--- src/rtl/cgo_pkg.sv ---
// Shared types for the clock output controller.
// Assumes: status values are read by software-visible logic elsewhere, so
// the encoding is fixed.
package cgo_pkg;
    typedef enum logic [2:0] {
        ST_PDOWN  = 3'd0,
        ST_STOP   = 3'd1,
        ST_HIZ    = 3'd2,
        ST_TEST   = 3'd3,
        ST_MUL    = 3'd4,
        ST_MULBYP = 3'd5,
        ST_DIV    = 3'd6
    } cgo_state_e;

    typedef enum logic [1:0] {
        SRC_MUL  = 2'd0,
        SRC_DIV  = 2'd1,
        SRC_REF  = 2'd2,
        SRC_NONE = 2'd3
    } cgo_src_e;
endpackage

--- src/rtl/cgo_sync.sv ---
// Multi-bit level synchroniser. Each bit passes through STAGES flops.
// Assumes: each bit is an independent slow level, so no bus coherence is needed.
module cgo_sync #(
    parameter int WIDTH   = 2,
    parameter int STAGES  = 2,
    parameter logic [WIDTH-1:0] RST_VAL = '0
) (
    input  logic             clk,
    input  logic             rst_n,
    input  logic [WIDTH-1:0] d,
    output logic [WIDTH-1:0] q
);
    logic [WIDTH-1:0] stg [STAGES];

    // First stage captures the asynchronous level.
    always_ff @(posedge clk) begin
        if (!rst_n) stg[0] <= RST_VAL;
        else        stg[0] <= d;
    end

    for (genvar i = 1; i < STAGES; i++) begin : g_stage
        // Each further stage re-times the previous one.
        always_ff @(posedge clk) begin
            if (!rst_n) stg[i] <= RST_VAL;
            else        stg[i] <= stg[i-1];
        end
    end

    assign q = stg[STAGES-1];
endmodule

--- src/rtl/cgo_mode_dec.sv ---
// Mode decoder. Maps the mode word to a source choice, the aligner enable,
// the Hi-Z request and the running status class. Also decodes the divide
// ratio code.
// Assumes: mode and div_code are quasi-static configuration.
module cgo_mode_dec
    import cgo_pkg::*;
#(
    parameter int RATIO_W = 3
) (
    input  logic [2:0]         mode,
    input  logic [1:0]         div_code,
    output cgo_src_e           src,
    output logic               hiz,
    output logic               align_en,
    output logic [RATIO_W-1:0] div_ratio,
    output cgo_state_e         run_class
);
    logic [RATIO_W-1:0] ratio_raw;

    // Ratio code 01 is reserved and reads back as 0.
    always_comb begin
        unique case (div_code)
            2'b00:   ratio_raw = RATIO_W'(2);
            2'b10:   ratio_raw = RATIO_W'(3);
            2'b11:   ratio_raw = RATIO_W'(4);
            default: ratio_raw = '0;
        endcase
    end

    // Mode table. Every code that is not listed floats the outputs.
    always_comb begin
        src       = SRC_NONE;
        hiz       = 1'b0;
        align_en  = 1'b0;
        div_ratio = '0;
        run_class = ST_HIZ;
        unique case (mode)
            3'b000: begin src = SRC_MUL; align_en = 1'b1; run_class = ST_MUL; end
            3'b001: begin
                src = SRC_DIV; align_en = 1'b1; run_class = ST_DIV;
                div_ratio = ratio_raw;
            end
            3'b100: begin src = SRC_MUL; run_class = ST_MULBYP; end
            3'b110: begin src = SRC_REF; run_class = ST_TEST; end
            default: hiz = 1'b1;
        endcase
    end
endmodule

--- src/rtl/cgo_gate.sv ---
// Glitch-free output gate. Samples the selected clock in the block clock
// domain and lets the stop gate change only while the sample is low.
// Whole high pulses are therefore passed or withheld.
// Assumes: clk is at least twice as fast as the selected source.
module cgo_gate (
    input  logic clk,
    input  logic rst_n,
    input  logic src_in,
    input  logic stop_ok,
    input  logic run,
    output logic out_p,
    output logic out_n,
    output logic gate_open
);
    logic src_q;
    logic gate_d;

    // The gate follows the stop request only between source high phases.
    always_comb gate_d = src_q ? gate_open : stop_ok;

    // Sample the source, update the gate and drive the complementary pair.
    always_ff @(posedge clk) begin
        if (!rst_n) begin
            src_q     <= 1'b0;
            gate_open <= 1'b0;
            out_p     <= 1'b0;
            out_n     <= 1'b0;
        end else begin
            src_q     <= src_in;
            gate_open <= gate_d;
            out_p     <= run & gate_d & src_q;
            out_n     <= run & gate_d & ~src_q;
        end
    end

    // while power stays on, out_p falls only after the source sample fell.
    assert_no_runt_R7: assert property (@(posedge clk) disable iff (!rst_n)
        ($fell(out_p) && $past(run)) |-> !$past(src_q));

    // the gate opens or closes only on an edge that saw the source low.
    assert_gate_move_R8: assert property (@(posedge clk) disable iff (!rst_n)
        !$stable(gate_open) |-> !$past(src_q));

    // a closed gate keeps both outputs low.
    assert_stop_quiet_R7: assert property (@(posedge clk) disable iff (!rst_n)
        !gate_open |-> (!out_p && !out_n));
endmodule

--- src/rtl/clkgen_out_ctrl.sv ---
// Top of the clock output controller. Synchronises power-down and stop,
// decodes the mode, picks the source, gates it, and resolves the status.
// Status priority: power-down, then Hi-Z, then stopped, then the running class.
// Assumes: the source clocks are free-running and slower than clk / 2.
module clkgen_out_ctrl
    import cgo_pkg::*;
#(
    parameter int SYNC_STAGES = 2,
    parameter int RATIO_W     = 3
) (
    input  logic               clk,
    input  logic               rst_n,
    input  logic [2:0]         mode,
    input  logic [1:0]         div_code,
    input  logic               pwrdn_n,
    input  logic               stop_n,
    input  logic               mul_clk,
    input  logic               div_clk,
    input  logic               ref_clk,
    output logic               out_p,
    output logic               out_n,
    output logic               out_oe,
    output logic               force_low,
    output logic               stop_hold,
    output logic               align_en,
    output logic [RATIO_W-1:0] div_ratio,
    output logic [2:0]         state
);
    logic [1:0] ctl_s;
    logic       pwr_ok;
    logic       stop_ok;
    logic       hiz;
    logic       run;
    logic       src_sel;
    logic       gate_open;
    cgo_src_e   src;
    cgo_state_e run_class;
    cgo_state_e st;

    cgo_sync #(.WIDTH(2), .STAGES(SYNC_STAGES), .RST_VAL(2'b00)) u_sync (
        .clk(clk), .rst_n(rst_n), .d({pwrdn_n, stop_n}), .q(ctl_s)
    );
    assign pwr_ok  = ctl_s[1];
    assign stop_ok = ctl_s[0];

    cgo_mode_dec #(.RATIO_W(RATIO_W)) u_dec (
        .mode(mode), .div_code(div_code), .src(src), .hiz(hiz),
        .align_en(align_en), .div_ratio(div_ratio), .run_class(run_class)
    );

    // Source multiplexer driven by the decoded choice.
    always_comb begin
        unique case (src)
            SRC_MUL: src_sel = mul_clk;
            SRC_DIV: src_sel = div_clk;
            SRC_REF: src_sel = ref_clk;
            default: src_sel = 1'b0;
        endcase
    end

    assign run = pwr_ok & ~hiz;

    cgo_gate u_gate (
        .clk(clk), .rst_n(rst_n), .src_in(src_sel), .stop_ok(stop_ok),
        .run(run), .out_p(out_p), .out_n(out_n), .gate_open(gate_open)
    );

    // Resolve the reported state by priority.
    always_comb begin
        if (!pwr_ok)         st = ST_PDOWN;
        else if (hiz)        st = ST_HIZ;
        else if (!gate_open) st = ST_STOP;
        else                 st = run_class;
    end

    assign state     = st;
    assign force_low = ~pwr_ok;
    assign out_oe    = ~(pwr_ok & hiz);
    assign stop_hold = run & ~gate_open;

    // a power-down that lasted two cycles leaves both pins low and driven.
    assert_pdown_low_R6: assert property (@(posedge clk) disable iff (!rst_n)
        (state == 3'd0 && $past(state) == 3'd0) |-> (!out_p && !out_n && force_low && out_oe));

    // the Hi-Z status always comes with the driver released.
    assert_hiz_float_R5: assert property (@(posedge clk) disable iff (!rst_n)
        (state == 3'd2) |-> !out_oe);
endmodule

--- config.mk ---
export PLATFORM = sky130hd
export DESIGN_NAME = clkgen_out_ctrl
export DESIGN_NICKNAME = d
export VERILOG_FILES = /design/src/rtl/cgo_pkg.sv /design/src/rtl/cgo_sync.sv /design/src/rtl/cgo_mode_dec.sv /design/src/rtl/cgo_gate.sv /design/src/rtl/clkgen_out_ctrl.sv
export SDC_FILE = /design/constraint.sdc
export NUM_CORES = 1
export LEC_CHECK = 0
export BUFFER_PORTS_ARGS = -buffer_cell sky130_fd_sc_hd__clkbuf_2
export CORE_AREA = 2 2 39 41
export DETAILED_ROUTE_END_ITERATION = 16
export DIE_AREA = 0 0 41 43
export HOLD_SLACK_MARGIN = 0.08
export SYNTH_ARGS = -nofsm -noshare
export SYNTH_HDL_FRONTEND = slang
export SYNTH_SLANG_ARGS = --single-unit
--- constraint.sdc ---
create_clock -name clk -period 0.9 [get_ports clk]
set_input_delay 0.045 -clock clk [delete_from_list [all_inputs] [get_ports clk]]
set_output_delay 0.045 -clock clk [all_outputs]
set_load 0.02 [all_outputs]
# After elaboration in Yosys (flattened, before gate mapping)
# Memories as Yosys holds them, arrays and structs flattened.
# Index checks and enable logic that the tools add are counted.
# Widths: inputs -> output; s select.
# totals
register_bits,4
ram_bits,4
in_bits,12
out_inout_bits,12
wordCells,45
n_memories,1
# classes
eq_ne,7
n_mux,15
n_bitwise,12
n_reduce_logical,6
# mem_list
memory,words,width,rd,rd_ports_with_merged_regs,write_ports,line_no,source
u_sync.stg,2,2,2,0,2,cgo_sync.sv:13,logic [WIDTH-1:0] stg [STAGES];
# op_table
op,count
$mux 3,4
$pmux 3 s4,1
$pmux 3 s3,1
$and 1x1->1,6
$eq 2x2->1 const B,3
$eq 3x3->1 const B,2
$pmux 2 s3,1
$mux 1,5
$logic_not 2->1,2
$mux 2,2
$not 1->1,4
$reduce_or 2->1,2
$reduce_or 4->1,1
$eq 3x1->1 const B,1
$logic_not 3->1,1
$pmux 1 s3,1
$eq 2x1->1 const B,1
$or 1x1->1,2

# Logic depth before layout (Yosys ltp)
# Gate-level depths: netlist of run 1.
# depth
depth_word,5
ltp_mapped,4
depth_no_buf,3

# Modules after synthesis
# Synthesis of run 1 repeated with hierarchy kept, for this count alone.
# hier_totals
cells_unflattened,45
area_unflattened_um2,394.1
# by_module_without_submodules
mod,n_inst,cells_per_inst,area_each_um2,seq_area_each_um2
cgo_gate,1,11,126.4,80.1
cgo_sync,1,8,105.1,80.1
cgo_mode_dec,1,13,87.6,0.0
clkgen_out_ctrl,1,13,75.1,0.0

# Worst setup path before layout of run 1
# No wires, ideal clock.
# synth_timing
path_kind,reg2out
from,memory u_sync.stg[1][1]
to,output state[2]
arrival_time_ps,992
required_ps,855
path_slack_ps,-137
path_stages_with_launch,3
path_buffers,0
cell_sequence,dfxtp_1 > nand2_1 > a211oi_1
# synth_rtl
item,line_no,source
from (decl),cgo_sync.sv:13,
to (decl),clkgen_out_ctrl.sv:27,output logic [2:0] state

# Worst setup path after layout of run 1
# layout_timing
from,register u_gate.gate_open
to,output state[1]
# layout_via
elab_chain_cells,3
# layout_lines
item,line_no,source
from (decl),cgo_gate.sv:13,output logic gate_open
from (signal assigned),cgo_gate.sv:30,gate_open <= gate_d;
$mux 3,clkgen_out_ctrl.sv:72,else if (!gate_open) st = ST_STOP;
$mux 3,clkgen_out_ctrl.sv:71,else if (hiz) st = ST_HIZ;
$mux 3,clkgen_out_ctrl.sv:70,if (!pwr_ok) st = ST_PDOWN;
# No other way between the ends.

==> results of run 1 <==
logic make-up after synthesis:
group / synth area share
simple gates: 0.3232
flops: 0.4310
compound gates: 0.1111
buf+inv: 0.07069
mux: 0.06397
synthesized netlist by cell type:
master                     count  area [um^2]
sky130_fd_sc_hd__dfxtp_1       8        160.2
sky130_fd_sc_hd__and2_1        4        25.02
sky130_fd_sc_hd__inv_1         4        15.01
sky130_fd_sc_hd__nand2_1       4        15.01
sky130_fd_sc_hd__nor2_1        4        15.01
sky130_fd_sc_hd__a21oi_1       2        10.01
sky130_fd_sc_hd__a211oi_1      1        7.510
sky130_fd_sc_hd__a41oi_1       1        8.760
sky130_fd_sc_hd__and3_1        1        6.260
sky130_fd_sc_hd__and4_2        1        10.01
sky130_fd_sc_hd__buf_6         1        11.26
sky130_fd_sc_hd__mux2i_1       1        10.01
sky130_fd_sc_hd__mux2i_2       1        13.76
sky130_fd_sc_hd__nand2b_1      1        6.260
sky130_fd_sc_hd__nand3_1       1        5.000
sky130_fd_sc_hd__nand4b_1      1        8.760
sky130_fd_sc_hd__nor2b_2       1        8.760
sky130_fd_sc_hd__nor3b_1       1        7.510
sky130_fd_sc_hd__nor3b_2       1        12.51
sky130_fd_sc_hd__o21ai_0       1        5.000
sky130_fd_sc_hd__o311a_1       1        10.01
layer usage:
| metal | track usage | share of wire | up-vias |
|---|---|---|---|
| met1 | 0.1234 | 0.44 | 182 |
| met4 | 0.05333 | 0.033 | 0 |
| met3 | 0.07853 | 0.060 | 4 |
| met2 | 0.1813 | 0.47 | 17 |
| met5 | 0 | 0 | - |
| li1 | - | - | 210 |
flip-flops by register name, summed over array words and instances, names as in the netlist:
signal            cells
u_gate.gate_open      1
u_gate.out_p          1
u_sync.stg            4
u_gate.src_q          1
u_gate.out_n          1
cell type report:
class | count | area [um^2]
clock buffer | 3 | 22.52
fill | 143 | 688.2
inverter | 4 | 17.52
multi-input combinational | 28 | 214.0
sequential | 8 | 168.9
tap | 16 | 20.02
timing repair buffer | 33 | 252.7
critical path, cell delays in order, from the launching register on:
cell and delay (ns):
sky130_fd_sc_hd__dfxtp_4 0.35, sky130_fd_sc_hd__o311a_1 0.30, sky130_fd_sc_hd__clkbuf_8 0.16
power groups by stage:
stage               registers [mW]  logic [mW]  clock network (mW)
global route                 0.371       0.180               0.293
floorplan                    0.380      0.0638                   0
finish                       0.370       0.166               0.267
detailed placement           0.379       0.127                   0
CTS                          0.373       0.158               0.275
global placement             0.379       0.127                   0
worst paths after layout:
check,to,slack (ns),cells past startpoint
setup / recovery,state[1],-0.21,2
hold / removal,u_gate.gate_open$_SDFF_PN0_,0.08,2
setup reg to reg,u_gate.out_n$_SDFF_PN0_,0.04,3
hold reg to reg,u_sync.stg[1][1]$_SDFF_PN0_,0.43,1
metrics by stage:
stage | power (mW) | area [um^2] | util | setup TNS, ns
final | 0.8038 | 695.7 | 0.5027 | -0.7298
after floorplan | 0.4435 | 379.1 | - | 0
after detailed placement | 0.5064 | 548.0 | 0.3960 | -0.03268
after CTS | 0.8063 | 674.4 | 0.4873 | -0.8249
after global placement | 0.5058 | 548.0 | 0.3960 | -0.01871
after global routing | 0.8436 | 695.7 | 0.5027 | -1.005
cell usage in the layout, fill, tap and decap left out, types with 2 or more instances in the layout:
master	synthesis	routed
sky130_fd_sc_hd__clkbuf_2	0	17
sky130_fd_sc_hd__buf_4	0	6
sky130_fd_sc_hd__dfxtp_1	8	5
sky130_fd_sc_hd__and2_1	4	4
sky130_fd_sc_hd__dlygate4sd3_1	0	4
sky130_fd_sc_hd__nor2_1	4	3
sky130_fd_sc_hd__inv_1	4	3
sky130_fd_sc_hd__nand2_1	4	3
sky130_fd_sc_hd__clkbuf_4	0	3
sky130_fd_sc_hd__clkbuf_8	0	3
sky130_fd_sc_hd__buf_8	0	2
sky130_fd_sc_hd__dfxtp_4	0	2
repair_timing:
item | 4_1_cts | 5_1_grt
endpoints found under the setup margin | 7 | 8
hold buffers | 4 | 0
resized for setup | 19 | 9
hold endpoints to repair | 5 | 0
pin swaps | 3 | 2
==> insert_results.sql, run 1 <==
INSERT INTO impl_metrics (metric_group, metric, value, unit) VALUES
('final_layout', 'layout-drive-gt1-share', '0.5921', ''),
('timing', 'fin_hold_ws', '0.08217', 'ns'),
('timing', 'relSlewSlack', '0.8403', ''),
('power', 'cellLeakagePower', '0.3317', 'nW'),
('final_layout', 'finalNetCount', '90', ''),
('timing', 'setup_violations', '6', ''),
('final_layout', 'area.growth.synth_to_final', '87.21', '%'),
('clock_network', 'clockBufferDepth', '2', ''),
('placement', 'number_of_i_o_port_buffers', '23', ''),
('critical_path', 'worst_ep_required_time', '0.85', 'ns'),
('detailed_routing', 'detail_route.first_pass.iterations', '3', ''),
('flow_run', 'max-cap-violations', '0', ''),
('timing', 'setup_repair_after_global_routing_missed_its_margin', 'true', ''),
('timing', 'worst_clock_skew', '0.0002054', 'ns'),
('synth', 'avgSynthCellArea', '9.064', 'um^2'),
('placement', 'placed_cells', '85', ''),
('final_layout', 'diodes', '0', ''),
('placement', 'hpwlAfterDp', '663.2', 'um'),
('timing', 'max_clock_freq', '903.6', 'MHz'),
('detailed_routing', 'routed_wl', '917', 'um'),
('timing', 'layout_worst_path_cycle_share', '1.230', ''),
('detailed_routing', 'detailedRoute.firstIterationViolations', '7', ''),
('die', 'floorplan.die.width', '41', 'um'),
('detailed_routing', 'vias_per_cell', '4.489', ''),
('die', 'die_area', '0.001763', 'mm^2'),
('status', 'status', 'finished with violations', ''),
('timing', 'finalCriticalPeriod', '1.107', 'ns'),
('power', 'switchingPower', '0.1999', 'mW'),
('global_routing', 'grt_usage', '0.1198', ''),
('clock_network', 'clock_insertion_delay_worst_skew', '0.25', 'ns'),
('timing', 'finalHoldViolCount', '0', ''),
('die', 'die-height', '43', 'um'),
('critical_path', 'setup.worst_path.end_class', 'output port', ''),
('global_routing', 'global_route_wire_length_before_repair', '1.373', 'mm'),
('power', 'cell_internal_power_dissipation', '0.6040', 'mW'),
('timing', 'timing_worst_slew_pin_value', '0.2350', 'ns'),
('die', 'start_util', '0.2685', ''),
('worst_hold_path', 'min_path_type', 'input port to flip-flop', ''),
('timing', 'slew_viol_final', '0', ''),
('critical_path', 'crit_start', 'u_gate.gate_open$_SDFF_PN0_', ''),
('placement', 'place.gp.congestion', '0.7358', ''),
('clock_network', 'cts_buffers', '3', ''),
('synth', 'postSynthNetCount', '53', ''),
('power', 'switching_share', '0.2486', ''),
('status', 'failing_checks', 'negative setup slack', ''),
('clock_network', 'clkSinkCount', '8', ''),
('final_layout', 'final-instance-count-excl-fill', '92', ''),
('power', 'sequentialPowerShare', '0.461', ''),
('global_routing', 'grt_pass1_vias', '382', ''),
('clock_network', 'cts_max_level', '1', ''),
('power', 'pwr-share-comb', '0.206', ''),
('synth', 'syn-instance-count', '41', ''),
('critical_path', 'crit_path_start_kind', 'flip-flop', ''),
('clock_network', 'clockRootBuffer', 'sky130_fd_sc_hd__clkbuf_4', ''),
('global_routing', 'antenna_found_initial', '0', ''),
('detailed_routing', 'vias', '413', ''),
('synth', 'synth.ff_latch_count', '8', ''),
('detailed_routing', 'detail_route.drc_violations', '0', ''),
('placement', 'dpl_worst_slack', '-0.02149', 'ns'),
('synth', 'yosysSeqAreaShare', '0.4310', ''),
('die', 'ios', '24', ''),
('power', 'max-vdd-ir-drop', '0.7574', 'mV'),
('critical_path', 'critPathArrivalTime', '1.06', 'ns'),
('synth', 'yosys.cell_types.count', '21', ''),
('global_routing', 'largest_net_degree_at_the_start_of_global_routing', '8', ''),
('power', 'power.density_cell_area', '1155', 'mW/mm^2'),
('die', 'rows', '14', ''),
('clock_network', 'cts_tree', 'done', ''),
('critical_path', 'crit_path_max_fanout', '5', ''),
('detailed_routing', 'detail-route-antenna-nets', '0', ''),
('die', 'core_region_area', '0.001384', 'mm^2'),
('clock_network', 'postCtsSetupBuffers', '0', ''),
('clock_network', 'clkTransAtPathRegs', '0.05', 'ns'),
('synth', 'synth_warnings', '0', ''),
('power', 'p_clk_frac', '0.333', ''),
('detailed_routing', 'wire_per_inst', '9.967', 'um'),
('global_routing', 'gr-total-overflow', '0', ''),
('critical_path', 'worst-setup-path-type', 'flip-flop to output port', ''),
('timing', 'post-route-worst-setup-slack', '-0.2066', 'ns'),
('worst_hold_path', 'min-delay-start', 'rst_n', ''),
('synth', 'post_synth_instance_area', '371.6', 'um^2'),
('critical_path', 'reg2reg_from', 'u_gate.src_q$_SDFF_PN0_', '');
(Power assumes the default switching activity.)
==> run 2, diff against run 1 <==
CORE_AREA = 8 8 45 47   (was 2 2 39 41)
DIE_AREA = 0 0 53 55   (was 0 0 41 43)
==> run 2 against run 1 <==
Net effect: the run still ends with negative setup slack left; combinational power grew 14%; sequential share of layout area shrank 1.8 points; hold slack gained 0.034 ns; critical path depth did not move; sequential power barely moved; register-to-register slack got worse by 0.16 ns; first-iteration DRC count down 43%; power up 3.2%; largest cell class unchanged.
==> insert_results.sql, run 2 (synthesis results as in run 1) <==
INSERT INTO impl_metrics (metric_group, metric, value, unit) VALUES
('critical_path', 'setup.worst_path.end_class', 'output port', ''),
('final_layout', 'diodes', '0', ''),
('timing', 'setup_repair_after_global_routing_missed_its_margin', 'true', ''),
('timing', 'layout_worst_path_cycle_share', '1.227', ''),
('global_routing', 'antenna_found_initial', '0', ''),
('die', 'floorplan.die.width', '53', 'um'),
('placement', 'hpwlAfterDp', '828.1', 'um'),
('critical_path', 'worst_ep_required_time', '0.85', 'ns'),
('final_layout', 'layout_common_cells', 'sky130_fd_sc_hd__clkbuf_2 (15), sky130_fd_sc_hd__buf_4 (10), sky130_fd_sc_hd__dlygate4sd3_1 (5), sky130_fd_sc_hd__dfxtp_1 (5), sky130_fd_sc_hd__and2_1 (4)', ''),
('global_routing', 'global_route_wire_length_before_repair', '1.738', 'mm'),
('clock_network', 'clkTransAtPathRegs', '0.05', 'ns'),
('detailed_routing', 'wire_per_inst', '11.35', 'um'),
('clock_network', 'clockBufferDepth', '2', ''),
('critical_path', 'critPathArrivalTime', '1.06', 'ns'),
('critical_path', 'timing.critical_path.slowest_cell_delay', '0.36', 'ns'),
('final_layout', 'layout_commonest_cell', 'sky130_fd_sc_hd__clkbuf_2', ''),
('clock_network', 'clock_insertion_delay_worst_skew', '0.25', 'ns'),
('final_layout', 'largest_reg_flops', '4', ''),
('status', 'status', 'finished with violations', ''),
('global_routing', 'grt_usage', '0.08256', ''),
('clock_network', 'cts_buffers', '3', ''),
('power', 'max-vdd-ir-drop', '0.7895', 'mV'),
('power', 'cellLeakagePower', '0.3561', 'nW'),
('die', 'die_area', '0.002915', 'mm^2'),
('timing', 'setup_violations', '8', ''),
('clock_network', 'cts_tree', 'done', ''),
('timing', 'timing_worst_slew_pin_value', '0.1920', 'ns'),
('detailed_routing', 'vias', '423', ''),
('detailed_routing', 'detail_route.first_pass.iterations', '4', ''),
('die', 'die-height', '55', 'um'),
('detailed_routing', 'detail-route-antenna-nets', '0', ''),
('timing', 'worst_clock_skew', '0.003797', 'ns'),
('timing', 'finalCriticalPeriod', '1.105', 'ns'),
('global_routing', 'grt_pass1_vias', '432', ''),
('detailed_routing', 'vias_per_cell', '4.406', ''),
('timing', 'finalSetupTns', '-0.9524', 'ns'),
('global_routing', 'largest_net_degree_at_the_start_of_global_routing', '8', ''),
('power', 'power.density_cell_area', '1103', 'mW/mm^2'),
('clock_network', 'cts_max_level', '1', ''),
('timing', 'post-route-worst-setup-slack', '-0.2045', 'ns'),
('critical_path', 'crit_path_start_kind', 'flip-flop', ''),
('detailed_routing', 'routed_wl', '1.090', 'mm'),
('critical_path', 'path_cells', 'o311a_1 -> clkbuf_8', ''),
('placement', 'number_of_i_o_port_buffers', '23', ''),
('final_layout', 'area.growth.synth_to_final', '102.4', '%'),
('clock_network', 'clkSinkCount', '8', ''),
('critical_path', 'crit_path_max_fanout', '4', ''),
('final_layout', 'layout-drive-gt1-share', '0.6375', ''),
('status', 'failing_checks', 'negative setup slack', ''),
('timing', 'max_clock_freq', '905.4', 'MHz'),
('die', 'start_util', '0.2685', ''),
('die', 'core_region_area', '0.001384', 'mm^2'),
('detailed_routing', 'detail_route.drc_violations', '0', ''),
('die', 'rows', '14', ''),
('placement', 'place.gp.congestion', '0.7885', ''),
('timing', 'relSlewSlack', '0.8695', ''),
('timing', 'slew_viol_final', '0', ''),
('detailed_routing', 'detailedRoute.firstIterationViolations', '4', ''),
('die', 'ios', '24', ''),
('critical_path', 'worst-setup-path-type', 'flip-flop to output port', ''),
('worst_hold_path', 'min_path_type', 'input port to flip-flop', ''),
('final_layout', 'largest-register', 'u_sync.stg', ''),
('critical_path', 'critical_path.slowest_cell', 'sky130_fd_sc_hd__dfxtp_4', ''),
('flow_run', 'max-cap-violations', '0', ''),
('global_routing', 'gr-total-overflow', '0', ''),
('timing', 'finalHoldViolCount', '0', ''),
('placement', 'dpl_worst_slack', '-0.01118', 'ns'),
('final_layout', 'finalNetCount', '94', ''),
('clock_network', 'clockRootBuffer', 'sky130_fd_sc_hd__clkbuf_4', '');
run 2: cell count changes in the layout (fill, tap and decap cells not counted), sizes merged:
cell / previous run / this run
buf: 9 / 15
dlygate4sd3: 4 / 5
clkbuf: 23 / 20
run 2: where the power goes:
part	internal [mW]	leakage [nW]	switching (mW)
Clock	0.152	0.0138	0.117
Sequential	0.363	0.0674	0.00675
Combinational	0.108	0.275	0.0819
run 2: per-layer routing:
layer  GRT usage  wire length [um]  vias to the layer above
li1            -                 -                      219
met1     0.07306               425                      188
met2      0.1406               547                       14
met3     0.05615                95                        2
met4     0.04310                21                        0
met5           0                 0                        -
run 2: cell type report:
| type | count | area, um^2 |
|---|---|---|
| tap | 16 | 20.02 |
| clock buffer | 3 | 22.52 |
| inverter | 4 | 15.01 |
| timing repair buffer | 37 | 304.0 |
| fill | 128 | 631.9 |
| multi-input combinational | 28 | 221.5 |
| sequential | 8 | 168.9 |
run 2: timing repair:
item / CTS / global route
endpoints found under the hold margin: 5 / 0
pin swaps: 4 / 2
setup endpoints to repair: 9 / 10
hold buffers: 5 / 0
buffers inserted: 2 / 0
gates resized for setup: 24 / 10
run 2: worst paths after layout:
| kind | from | to | slack (ns) | cells after the start |
|---|---|---|---|---|
| max reg2reg | u_gate.gate_open$_SDFF_PN0_ | u_gate.out_p$_SDFF_PN0_ | -0.12 | 4 |
| min | mode[1] | u_gate.src_q$_SDFF_PN0_ | 0.12 | 3 |
| max | u_gate.gate_open$_SDFF_PN0_ | state[1] | -0.20 | 2 |
| min reg2reg | u_sync.stg[0][0]$_SDFF_PN0_ | u_sync.stg[1][0]$_SDFF_PN0_ | 0.43 | 1 |
run 2: critical path: cells and delay by family (launching register included):
family / cells / cell delay [ns]
buffers and inverters: 1 / 0.16
DFF: 1 / 0.36
AOI/OAI and AO/OA: 1 / 0.30
run 2: per-stage QoR:
step	cells	hold WS [ns]	total power, mW	utilization	instance area (um^2)
after floorplan	41	0.1338	0.4435	-	379.1
after global placement	86	0.2511	0.5183	0.4105	568.0
after detailed placement	86	0.2566	0.5197	0.4105	568.0
after CTS	96	0.1107	0.8393	0.5326	737.0
after global routing	96	0.1155	0.8772	0.5434	752.0
final	96	0.1159	0.8293	0.5434	752.0
==> run 3, diff against run 2 <==
RECOVER_POWER = 100   (was default)
==> run 3 against run 2 <==
Net effect: the flow still finishes with violations (negative setup slack); cell count unchanged; non-clock buffer count unchanged; final area decreased by 2.7%; global-route usage unchanged; critical path type unchanged; largest cell class unchanged.
==> insert_results.sql, run 3 (synthesis results as in run 1) <==
INSERT INTO impl_metrics (metric_group, metric, value, unit) VALUES
('clock_network', 'cts_buffers', '3', ''),
('flow_run', 'max-cap-violations', '0', ''),
('critical_path', 'worst-setup-path-type', 'flip-flop to output port', ''),
('timing', 'finalHoldViolCount', '0', ''),
('power', 'power.density_cell_area', '1120', 'mW/mm^2'),
('timing', 'relSlewSlack', '0.8295', ''),
('detailed_routing', 'detailedRoute.firstIterationViolations', '4', ''),
('timing', 'finalCriticalPeriod', '1.105', 'ns'),
('timing', 'finalSetupTns', '-0.9525', 'ns'),
('global_routing', 'global_route_wire_length_before_repair', '1.738', 'mm'),
('global_routing', 'grt_usage', '0.08256', ''),
('global_routing', 'gr-total-overflow', '0', ''),
('final_layout', 'layout_commonest_cell', 'sky130_fd_sc_hd__clkbuf_2', ''),
('critical_path', 'worstSetupPathDepth', '2', ''),
('final_layout', 'layout_common_cells', 'sky130_fd_sc_hd__clkbuf_2 (12), sky130_fd_sc_hd__buf_4 (10), sky130_fd_sc_hd__dlygate4sd3_1 (5), sky130_fd_sc_hd__dfxtp_1 (5), sky130_fd_sc_hd__clkbuf_1 (4)', ''),
('detailed_routing', 'detail-route-antenna-nets', '0', ''),
('timing', 'post-route-worst-setup-slack', '-0.2052', 'ns'),
('critical_path', 'path_cells', 'o311a_1 -> clkbuf_8', ''),
('status', 'status', 'finished with violations', ''),
('die', 'floorplan.die.width', '53', 'um'),
('final_layout', 'area.growth.synth_to_final', '96.97', '%'),
('timing', 'max_clock_freq', '904.8', 'MHz'),
('critical_path', 'setup.reg_to_reg.worst_slack', '-0.12', 'ns'),
('placement', 'placed_cells', '86', ''),
('detailed_routing', 'vias_per_cell', '4.406', ''),
('clock_network', 'clkSinkCount', '8', ''),
('final_layout', 'largest-register', 'u_sync.stg', ''),
('detailed_routing', 'vias', '423', ''),
('power', 'cellLeakagePower', '0.3370', 'nW'),
('critical_path', 'setup.worst_path.end_class', 'output port', ''),
('worst_hold_path', 'cell_depth_of_the_worst_hold_path', '3', ''),
('die', 'rows', '14', ''),
('detailed_routing', 'detail_route.drc_violations', '0', ''),
('die', 'die_area', '0.002915', 'mm^2'),
('critical_path', 'crit_path_max_fanout', '4', ''),
('timing', 'worst_clock_skew', '0.003978', 'ns'),
('final_layout', 'layout-drive-gt1-share', '0.5875', ''),
('global_routing', 'antenna_found_initial', '0', ''),
('placement', 'place.gp.congestion', '0.7885', ''),
('worst_hold_path', 'min_path_type', 'input port to flip-flop', ''),
('placement', 'dpl_worst_slack', '-0.01118', 'ns'),
('detailed_routing', 'routed_wl', '1.100', 'mm'),
('critical_path', 'critPathArrivalTime', '1.06', 'ns'),
('die', 'start_util', '0.2685', ''),
('final_layout', 'final-instance-count-excl-fill', '96', ''),
('placement', 'hpwlAfterDp', '828.1', 'um'),
('clock_network', 'clkTransAtPathRegs', '0.05', 'ns'),
('detailed_routing', 'wire_per_inst', '11.46', 'um'),
('global_routing', 'largest_net_degree_at_the_start_of_global_routing', '8', ''),
('placement', 'number_of_i_o_port_buffers', '23', ''),
('power', 'design_power_total', '0.8198', 'mW'),
('critical_path', 'worst_ep_required_time', '0.85', 'ns'),
('die', 'ios', '24', ''),
('clock_network', 'clock_insertion_delay_worst_skew', '0.25', 'ns'),
('final_layout', 'stdcell_area', '732.0', 'um^2'),
('timing', 'setup_repair_after_global_routing_missed_its_margin', 'true', ''),
('final_layout', 'diodes', '0', ''),
('final_layout', 'largest_reg_flops', '4', ''),
('clock_network', 'cts_max_level', '1', ''),
('critical_path', 'timing.critical_path.max_delay_family', 'flip-flops', ''),
('final_layout', 'finalNetCount', '94', ''),
('die', 'core_region_area', '0.001384', 'mm^2'),
('status', 'failing_checks', 'negative setup slack', ''),
('clock_network', 'clockBufferDepth', '2', ''),
('timing', 'slew_viol_final', '0', ''),
('critical_path', 'cp_num_buf_inv', '1', ''),
('final_layout', 'final_core_utilization', '0.5289', ''),
('clock_network', 'clockRootBuffer', 'sky130_fd_sc_hd__clkbuf_4', ''),
('critical_path', 'crit_path_start_kind', 'flip-flop', ''),
('timing', 'timing_worst_slew_pin_value', '0.2568', 'ns'),
('critical_path', 'timing.critical_path.slowest_cell_delay', '0.36', 'ns'),
('placement', 'detailed_place.area', '568.0', 'um^2'),
('timing', 'setup_violations', '8', ''),
('global_routing', 'grt_pass1_vias', '432', ''),
('power', 'max-vdd-ir-drop', '0.7895', 'mV'),
('critical_path', 'worst-r2r-cell-count', '4', ''),
('timing', 'fin_hold_ws', '0.1150', 'ns'),
('critical_path', 'critical_path.slowest_cell', 'sky130_fd_sc_hd__dfxtp_4', ''),
('clock_network', 'cts_tree', 'done', ''),
('die', 'die-height', '55', 'um'),
('detailed_routing', 'detail_route.first_pass.iterations', '4', ''),
('timing', 'layout_worst_path_cycle_share', '1.228', '');
==> run 3: worst paths after layout <==
check                              start                     endpoint
min                              mode[1]      u_gate.src_q$_SDFF_PN0_
max reg2reg  u_gate.gate_open$_SDFF_PN0_      u_gate.out_p$_SDFF_PN0_
min reg2reg  u_sync.stg[0][0]$_SDFF_PN0_  u_sync.stg[1][0]$_SDFF_PN0_
max          u_gate.gate_open$_SDFF_PN0_                     state[1]
==> run 3: final cells by class <==
cell class                      instances  area, um^2
Fill cell                             132       651.9
Tap cell                               16       20.02
Sequential cell                         8       168.9
Inverter                                4       15.01
Multi-Input combinational cell         28       221.5
Clock buffer                            3       22.52
Timing Repair Buffer                   37       284.0
==> run 3: timing repair <==
item	in CTS	in global routing
gates cloned	0	0
hold buffers	5	0
pin swaps	4	2
setup buffers	2	0
setup endpoints to repair	9	10
hold endpoints to repair	5	0
gates resized for setup	24	10
==> run 3: routing by layer <==
layer / track usage / vias up / wire [um]
met5: 0 / - / 0
met2: 0.1406 / 14 / 547
li1: - / 219 / -
met4: 0.04310 / 0 / 21
met3: 0.05615 / 2 / 98
met1: 0.07306 / 188 / 433
==> run 3: power by group <==
| group | switching [mW] | leakage, nW | internal (mW) |
|---|---|---|---|
| clock | 0.117 | 0.0138 | 0.152 |
| combinational | 0.0810 | 0.256 | 0.0999 |
| sequential | 0.00675 | 0.0674 | 0.363 |
==> run 3: tightest hold or removal path, delay by kind of cell <==
kind / cells / cell delay, ns
and+or+nand+nor: 1 / 0.10
AOI/OAI and AO/OA: 1 / 0.07
buffers and inverters: 1 / 0.12
